`src/rtl/irq_res_pkg.sv`:
```
// Shared helpers for the interrupt resolver.
// Assumes line counts up to 64.
package irq_res_pkg;

    localparam int DEF_LINES   = 8;
    localparam int DEF_CASCADE = 2;

    // Index of the lowest set bit among the first n bits, or n if none is set.
    function automatic int lowest_set(input logic [63:0] v, input int n);
        for (int i = 0; i < n; i++) begin
            if (v[i]) return i;
        end
        return n;
    endfunction

endpackage

```
`src/rtl/irq_prio_scan.sv`:
```
// Rotating priority scan. Rank p stands for line (p + base) mod N.
// Returns the best rank (N when the vector is empty) and the matching line.
// Assumes N is a power of two, so line arithmetic wraps naturally.
module irq_prio_scan #(
    parameter int N   = 8,
    localparam int W  = $clog2(N)
) (
    input  logic [N-1:0] vec,
    input  logic [W-1:0] base,
    output logic [W:0]   prio,
    output logic [W-1:0] line,
    output logic         found
);
    logic [2*N-1:0] dbl;
    logic [N-1:0]   rot;

    // Rotate so that bit p of rot holds line (p + base) mod N.
    assign dbl = {vec, vec} >> base;
    assign rot = dbl[N-1:0];

    // Find the lowest rank that holds a set bit.
    always_comb begin
        prio  = (W+1)'(irq_res_pkg::lowest_set(64'(rot), N));
        found = (prio != (W+1)'(N));
        line  = prio[W-1:0] + base;
    end
endmodule

```
`src/rtl/irq_cur_vector.sv`:
```
// Builds the in-service vector that sets the current priority level.
// Masked lines are dropped under the special mask. The cascade line is
// dropped on a master running the fully-nested option.
module irq_cur_vector #(
    parameter int N       = 8,
    parameter int CASCADE = 2
) (
    input  logic [N-1:0] insvc,
    input  logic [N-1:0] mask,
    input  logic         spec_mask,
    input  logic         nested,
    input  logic         is_master,
    output logic [N-1:0] cur
);
    for (genvar i = 0; i < N; i++) begin : g_line
        logic drop_mask;
        logic drop_casc;
        // Decide per line whether its in-service bit is excluded.
        assign drop_mask = spec_mask & mask[i];
        if (i == CASCADE) begin : g_casc
            assign drop_casc = nested & is_master;
        end else begin : g_plain
            assign drop_casc = 1'b0;
        end
        assign cur[i] = insvc[i] & ~drop_mask & ~drop_casc;
    end
endmodule

```
`src/rtl/irq_resolver.sv`:
```
// Interrupt resolver top. It compares the best unmasked pending line with
// the current in-service level and reports the winner. It also reports the
// best raw in-service line for end-of-interrupt handling.
// Assumes LINES is a power of two and the inputs come from registers.
module irq_resolver #(
    parameter int LINES        = irq_res_pkg::DEF_LINES,
    parameter int CASCADE_LINE = irq_res_pkg::DEF_CASCADE,
    localparam int IDW         = $clog2(LINES)
) (
    input  logic             clk,
    input  logic             rst_n,
    input  logic [LINES-1:0] pend_i,
    input  logic [LINES-1:0] mask_i,
    input  logic [LINES-1:0] insvc_i,
    input  logic [IDW-1:0]   base_i,
    input  logic             spec_mask_i,
    input  logic             nest_i,
    input  logic             master_i,
    output logic             int_o,
    output logic [IDW-1:0]   win_o,
    output logic             isv_valid_o,
    output logic [IDW-1:0]   isv_o,
    output logic             int_q_o,
    output logic [IDW-1:0]   win_q_o
);
    logic [LINES-1:0] cand_vec;
    logic [LINES-1:0] cur_vec;
    logic [IDW:0]     cand_prio, cur_prio, isv_prio;
    logic [IDW-1:0]   cand_line, cur_line, isv_line;
    logic             cand_found, cur_found, isv_found;
    logic             raise;

    // Unmasked pending requests.
    assign cand_vec = pend_i & ~mask_i;

    irq_prio_scan #(.N(LINES)) u_cand_scan (
        .vec(cand_vec), .base(base_i),
        .prio(cand_prio), .line(cand_line), .found(cand_found)
    );

    irq_cur_vector #(.N(LINES), .CASCADE(CASCADE_LINE)) u_cur_vec (
        .insvc(insvc_i), .mask(mask_i), .spec_mask(spec_mask_i),
        .nested(nest_i), .is_master(master_i), .cur(cur_vec)
    );

    irq_prio_scan #(.N(LINES)) u_cur_scan (
        .vec(cur_vec), .base(base_i),
        .prio(cur_prio), .line(cur_line), .found(cur_found)
    );

    irq_prio_scan #(.N(LINES)) u_isv_scan (
        .vec(insvc_i), .base(base_i),
        .prio(isv_prio), .line(isv_line), .found(isv_found)
    );

    // Raise only when the candidate strictly outranks the in-service level.
    always_comb begin
        raise       = cand_found && (cand_prio < cur_prio);
        int_o       = raise;
        win_o       = raise ? cand_line : '0;
        isv_valid_o = isv_found;
        isv_o       = isv_found ? isv_line : '0;
    end

    // Registered copy of the decision for consumers in another timing path.
    always_ff @(posedge clk) begin
        if (!rst_n) begin
            int_q_o <= 1'b0;
            win_q_o <= '0;
        end else begin
            int_q_o <= int_o;
            win_q_o <= win_o;
        end
    end

    // The current-level line is only needed for its rank.
    logic unused_cur;
    assign unused_cur = ^{cur_line, cur_found};
endmodule

```
`config.mk`:
```
export PLATFORM = sky130hd
export DESIGN_NAME = irq_resolver
export DESIGN_NICKNAME = d
export VERILOG_FILES = /design/src/rtl/irq_res_pkg.sv /design/src/rtl/irq_prio_scan.sv /design/src/rtl/irq_cur_vector.sv /design/src/rtl/irq_resolver.sv
export SDC_FILE = /design/constraint.sdc
export NUM_CORES = 1
export LEC_CHECK = 0
export BUFFER_PORTS_ARGS = -buffer_cell sky130_fd_sc_hd__buf_2
export CAP_MARGIN = 20
export CELL_PAD_IN_SITES_DETAIL_PLACEMENT = 1
export CELL_PAD_IN_SITES_GLOBAL_PLACEMENT = 1
export CORE_MARGIN = 1.5
export CORE_UTILIZATION = 41
export CTS_CLUSTER_SIZE = 14
export DETAILED_ROUTE_END_ITERATION = 12
export GPL_ROUTABILITY_DRIVEN = 0
export GPL_TIMING_DRIVEN = 1
export PLACE_DENSITY_LB_ADDON = 0.12
export SYNTH_ARGS = -nofsm -noshare
export SYNTH_HDL_FRONTEND = slang
export SYNTH_SLANG_ARGS = --single-unit
```
`constraint.sdc`:
```
create_clock -name clk -period 7.14 [get_ports clk]
set_input_delay 1.428 -clock clk [delete_from_list [all_inputs] [get_ports clk]]
set_output_delay 1.428 -clock clk [all_outputs]
set_load 0.01 [all_outputs]
```
==> results of run 1 <==
==> kinds of logic after synthesis <==
group	count (synthesis)	share of synthesized area
xor+xnor	1	0.00535
fa+ha+maj	7	0.0626
simple gates	98	0.306
buf+inv	15	0.0443
mux	44	0.320
compound gates	50	0.212
flops	4	0.0489
==> synth_stat cells, types with 3 or more instances <==
| master | count |
|---|---|
| mux2i_1 | 31 |
| nand2_1 | 22 |
| nor2_1 | 19 |
| a21oi_1 | 14 |
| nor3_1 | 12 |
| nor2b_1 | 11 |
| nand2b_1 | 10 |
| a21boi_0 | 8 |
| mux2_2 | 7 |
| mux4_2 | 6 |
| nand3_1 | 6 |
| o21ai_0 | 6 |
| and2_1 | 5 |
| ha_1 | 5 |
| a22oi_1 | 4 |
| buf_2 | 4 |
| dfxtp_1 | 4 |
| nor3b_1 | 4 |
| inv_1 | 3 |
| o31ai_1 | 3 |
==> stage by stage <==
stage / instances / worst slack [ps] / total power [W] / area (sq um) / util
finish: 304 / 732 / 0.000277 / 1910 / 0.510
global route: 304 / 408 / 0.000305 / 1910 / 0.510
CTS: 304 / 694 / 0.000279 / 1910 / 0.510
detailed placement: 301 / 698 / 0.000229 / 1870 / 0.499
global placement: 301 / 819 / 0.000224 / 1870 / 0.499
floorplan: 219 / 1480 / 0.000172 / 1640 / -
==> metal layers <==
layer | GRT usage | vias to the layer above
met1 | 0.288 | 846
met2 | 0.458 | 25
met4 | 0.0485 | 0
met3 | 0.0170 | 5
li1 | - | 894
met5 | 0 | -
==> final cells by class <==
cell class              instances  area share
multi-input cells             200       0.778
well taps                      48      0.0315
clock buffers                   3      0.0216
repair buffers                 44       0.117
flip-flops and latches          4      0.0420
inverters                       5     0.00984
==> sequential cells by signal, summed over array words and instances, names as in the netlist <==
signal / flops
int_q_o: 1
win_q_o: 3
==> worst min-delay path by stage <==
stage | start | end | cells past startpoint | slack [ps]
floorplan | rst_n | win_q_o[2] | 1 | 1590
global placement | rst_n | win_q_o[2] | 2 | 1700
detailed placement | rst_n | win_q_o[2] | 2 | 1740
CTS | rst_n | win_q_o[2] | 2 | 1500
global route | rst_n | win_q_o[2] | 2 | 1530
finish | rst_n | win_q_o[2] | 2 | 1490
==> power breakdown <==
part	total, W	switching (W)	internal [W]
logic	0.000199	0.000111	0.0000875
registers	0.0000298	0.00000134	0.0000284
clock network	0.0000487	0.0000127	0.0000360
==> flow_metrics.env, run 1 <==
export IMPL_port_buffers=43
export IMPL_synth_nets=258
export IMPL_power_leakage_nw=0.879
export IMPL_setup_violations=0
export IMPL_grt_pass1_wl_mm=8.44
export IMPL_syn_inst=219
export IMPL_synth_edff_count=0
export IMPL_finalMaxSlewViolations=0
export IMPL_dr_pass1_iters=4
export IMPL_async_flop_share=0
export IMPL_cts_resized=0
export IMPL_grt_pass1_vias=1805
export IMPL_run_status="completed"
export IMPL_startpoint_type="input pin"
export IMPL_yosysTopAreaCell="mux2i_1"
export IMPL_crit_fanout=36
export IMPL_cts_root_buf="clkbuf_8"
export IMPL_antenna_found_initial=0
export IMPL_crit_path_start="base_i[2]"
export IMPL_crit_cells=13
export IMPL_top_layer="met4"
export IMPL_max_stage_delay_ps=640
export IMPL_relSlewSlack=0.527
export IMPL_avgSynthCellArea_sq_um=7.48
export IMPL_postCtsSetupRepairBufs=0
export IMPL_hpwlAfterDp_mm=3.95
export IMPL_clkSinkCount=4
export IMPL_ant_nets=0
export IMPL_synth_warnings=0
export IMPL_syn2layout_area_growth_pct=16.5
export IMPL_h_tree_depth=1
export IMPL_n_antenna_cell=0
export IMPL_wl_met1_mm=2.22
export IMPL_rsz0062_at_grt="false"
export IMPL_slowest_stage="mux4_2"
export IMPL_cp_arrival_ps=4980
export IMPL_cts_hold_buf=0
export IMPL_rows=22
export IMPL_fp_dieArea_sq_mm=0.00438
export IMPL_layout_common_cells="buf_2, mux2i_1, nand2_1"
export IMPL_n_fill_cell=506
export IMPL_synth_ff_type="dfxtp_1"
export IMPL_numCtsBuffers=3
export IMPL_cts_tree="yes"
export IMPL_routedWlPerCell_microns=16.2
export IMPL_dr_wl_met2_mm=2.57
export IMPL_ys_seq_area_frac=0.0489
export IMPL_num_vias=1770
export IMPL_cp_buffers_inverters=2
export IMPL_drcViolationCount=0
export IMPL_grt_usage=0.239
export IMPL_die_height_microns=66.2
export IMPL_drtIter0Drc=76
export IMPL_initial_core_util=0.438
export IMPL_num_io_pins=44
export IMPL_dr_wl_met3_microns=88
export IMPL_cp_end_kind="output port"
export IMPL_path_class="in2out"
export IMPL_vias_per_cell=5.82
export IMPL_crit_required_ps=5710
export IMPL_fmax_mhz=156
export IMPL_die_x_microns=66.2
export IMPL_synth_top_cells_by_area="mux2i_1, mux4_2, nand2_1, dfxtp_1, mux2_2"
export IMPL_layout_drive_gt1_share=0.258
export IMPL_yosysTopAreaCellShare=0.189
export IMPL_final_common_cell="buf_2"
export IMPL_wirelength_mm=4.92
export IMPL_grt_max_degree=37
export IMPL_fin_crit_ps=6410
export IMPL_synth_seq_cells=4
export IMPL_endpoint="win_o[2]"
export IMPL_fin_tns_setup_ps=0
export IMPL_seqCellArea_sq_um=80.1
export IMPL_worstHoldPathType="in2reg"
export IMPL_synthDistinctLibCells=48
export IMPL_post_route_period_util=0.898
export IMPL_power_density_mw_per_mm2=145
export IMPL_hold_slack_ps=1490
export IMPL_crit_family="simple AND/OR/NAND/NOR gates"
export IMPL_path_clk_slew_ps=30
export IMPL_maxCapViolations=0
export IMPL_tightest_slew_ps=709
export IMPL_syn_cell_area_sq_mm=0.00164
export IMPL_cts_buffer_depth=2
export IMPL_grt_overflow_total=0
export IMPL_vdd_drop_max_v=0.0000400
export IMPL_final_hold_viol_count=0
export IMPL_multi_input_area_sq_mm=0.00149
export IMPL_layout_nets=297
export IMPL_cp_cell_sequence="buf_2, mux4_2, and2_1, or2_1, or2_2, nor2_1, ha_1, a21o_1, a21oi_1, nand2_1, o41a_4, nor2_1, buf_2"
export IMPL_core_area_sq_mm=0.00374
No activity file was read; power rests on OpenSTA's default activity.
==> run 2, diff against run 1 <==
Settings changed: ABC_AREA set to 1, CORE_UTILIZATION 41 to 38, GPL_TIMING_DRIVEN 1 to unset.
==> flow_metrics.env, run 2 <==
export IMPL_fin_tns_setup_ps=0
export IMPL_n_fill_cell=656
export IMPL_avgSynthCellArea_sq_um=5.28
export IMPL_grt_overflow_total=0
export IMPL_largest_reg_flops=3
export IMPL_port_buffers=43
export IMPL_grt_pass1_wl_mm=8.51
export IMPL_cp_arrival_ps=4290
export IMPL_ys_seq_area_frac=0.0486
export IMPL_synthTopCellsByCount="nand2_1, nand3_1, inv_1"
export IMPL_fin_crit_ps=5720
export IMPL_cts_tree="yes"
export IMPL_grt_usage=0.233
export IMPL_die_height_microns=68.9
export IMPL_vdd_drop_max_v=0.0000661
export IMPL_cp_cell_sequence="buf_2, inv_4, nand3_1, nand3_1, nand2_1, nor2_1, a31oi_1, nand2_1, nor2_1, nand4_1, ha_1, a21oi_1, inv_1, nor2_1, nand2_2, nor2_1, buf_2"
export IMPL_power_density_mw_per_mm2=130
export IMPL_drtIter0Drc=63
export IMPL_synth_seq_cells=4
export IMPL_maxCapViolations=0
export IMPL_ant_nets=0
export IMPL_post_route_period_util=0.801
export IMPL_relSlewSlack=0.638
export IMPL_fmax_mhz=175
export IMPL_cts_root_buf="clkbuf_8"
export IMPL_synth_top_cells_by_area="nand2_1, nand3_1, inv_1, nand3_2, o21ai_0"
export IMPL_run_status="completed"
export IMPL_tightest_slew_ps=543
export IMPL_final_util=0.453
export IMPL_power_leakage_nw=1.08
export IMPL_finalMaxSlewViolations=0
export IMPL_setup_violations=0
export IMPL_reg_largest_list="win_q_o: 3 flops, int_q_o: 1 flops"
export IMPL_syn2layout_area_growth_pct=12.3
export IMPL_cp_end_kind="output port"
export IMPL_synth_ff_type="dfxtp_1"
export IMPL_cpMostUsedCell="nor2_1"
export IMPL_yosysTopAreaCell="nand2_1"
export IMPL_syn_inst=312
export IMPL_dp_cells=390
export IMPL_cts_resized=0
export IMPL_path_clk_slew_ps=30
export IMPL_layout_common_cells="nand2_1, nand3_1, buf_2"
export IMPL_path_class="in2out"
export IMPL_postCtsSetupRepairBufs=0
export IMPL_layout_nets=384
export IMPL_numCtsBuffers=3
export IMPL_rsz0062_at_grt="false"
export IMPL_dr_pass1_iters=4
export IMPL_worstHoldPathType="in2reg"
export IMPL_hold_slack_ps=1490
export IMPL_clkSinkCount=4
export IMPL_async_flop_share=0
export IMPL_crit_required_ps=5710
export IMPL_yosys_cell_count_top_type="nand2_1"
export IMPL_num_vias=2012
export IMPL_crit_fanout=29
export IMPL_antenna_found_initial=0
export IMPL_core_area_sq_mm=0.00409
export IMPL_drcViolationCount=0
export IMPL_final_hold_viol_count=0
export IMPL_slowest_stage="buf_2"
export IMPL_syn_cell_area_sq_mm=0.00165
export IMPL_vias_per_cell=5.12
export IMPL_hpwlAfterDp_mm=4.22
export IMPL_synth_nets=351
export IMPL_startpoint_type="input pin"
export IMPL_h_tree_depth=1
export IMPL_cts_buffer_depth=2
export IMPL_fin_cells=393
export IMPL_die_x_microns=68.9
export IMPL_synthDistinctLibCells=31
export IMPL_rows=23
export IMPL_wirelength_mm=5.02
export IMPL_final_common_cell="nand2_1"
export IMPL_grt_max_degree=30
export IMPL_synth_edff_count=0
export IMPL_grt_pass1_vias=1951
export IMPL_synth_warnings=0
export IMPL_max_stage_delay_ps=430
export IMPL_fp_dieArea_sq_mm=0.00474
export IMPL_largest_register="win_q_o"
export IMPL_num_io_pins=44
export IMPL_n_antenna_cell=0
export IMPL_layout_drive_gt1_share=0.210
export IMPL_initial_core_util=0.403
export IMPL_cts_hold_buf=0
export IMPL_routedWlPerCell_microns=12.8
export IMPL_yosysTopAreaCellShare=0.228
export IMPL_total_power_w=0.000240
==> run 2: cell count changes after synthesis, sizes merged, moves of 6 or more <==
cell	delta
nand2	+80
nand3	+54
inv	+39
mux2i	-29
o21ai	+20
nor2b	-11
nand2b	-10
nor3	-10
a21boi	-8
a31oi	+8
mux2	-7
buf	+6
mux4	-6
nor2	+6
==> run 2: path summary, 6_finish.rpt <==
path              cells past startpoint  endpoint  slack, ps  startpoint
hold / removal                        3   int_q_o       1490       rst_n
setup / recovery                     17  win_o[0]       1420   base_i[0]
==> run 2: cells by family after synthesis <==
logic type / count (synthesis) / synth area share
XOR/XNOR: 3 / 0.0159
multiplexers: 2 / 0.0121
adder cells (fa/ha/maj): 7 / 0.0623
AND/OR/NAND/NOR: 192 / 0.541
AO/OA/AOI/OAI: 45 / 0.148
flip-flops: 4 / 0.0486
buffers and inverters: 59 / 0.172
==> run 2: metrics by stage <==
| stage | cell area, sq um | worst slack (ps) |
|---|---|---|
| detailed placement | 1810 | 1420 |
| global route | 1850 | 1050 |
| CTS | 1850 | 1410 |
| finish | 1850 | 1420 |
| global placement | 1810 | 1440 |
| floorplan | 1650 | 2140 |
==> run 2: power breakdown <==
group	leakage (nW)	switching, W	total, W	internal (W)
Combinational	1.02	0.000106	0.000164	0.0000583
Clock	0.0216	0.0000115	0.0000475	0.0000359
Sequential	0.0330	0.00000110	0.0000280	0.0000269
Total	1.08	0.000119	0.000240	0.000121
==> run 2: critical path, delay by kind of cell <==
kind                       cells  cell delay, ps
buffers and inverters          4             860
and+or+nand+nor               10            1290
adders and majority gates      1             330
AOI/OAI and AO/OA              2             390
==> run 2: area by class of cell <==
class	instances	area [sq um]	area share
Clock buffer	3	41.3	0.0223
Inverter	44	168	0.0906
Timing Repair Buffer	43	215	0.116
Multi-Input combinational cell	249	1280	0.694
Tap cell	50	62.6	0.0338
Sequential cell	4	80.1	0.0433
==> run 2: metal layers <==
layer	wire (microns)	up-vias	global-route usage
met5	0	-	0
met1	2290	928	0.279
met4	0	0	0
li1	-	1069	-
met3	66	0	0.0292
met2	2660	15	0.462
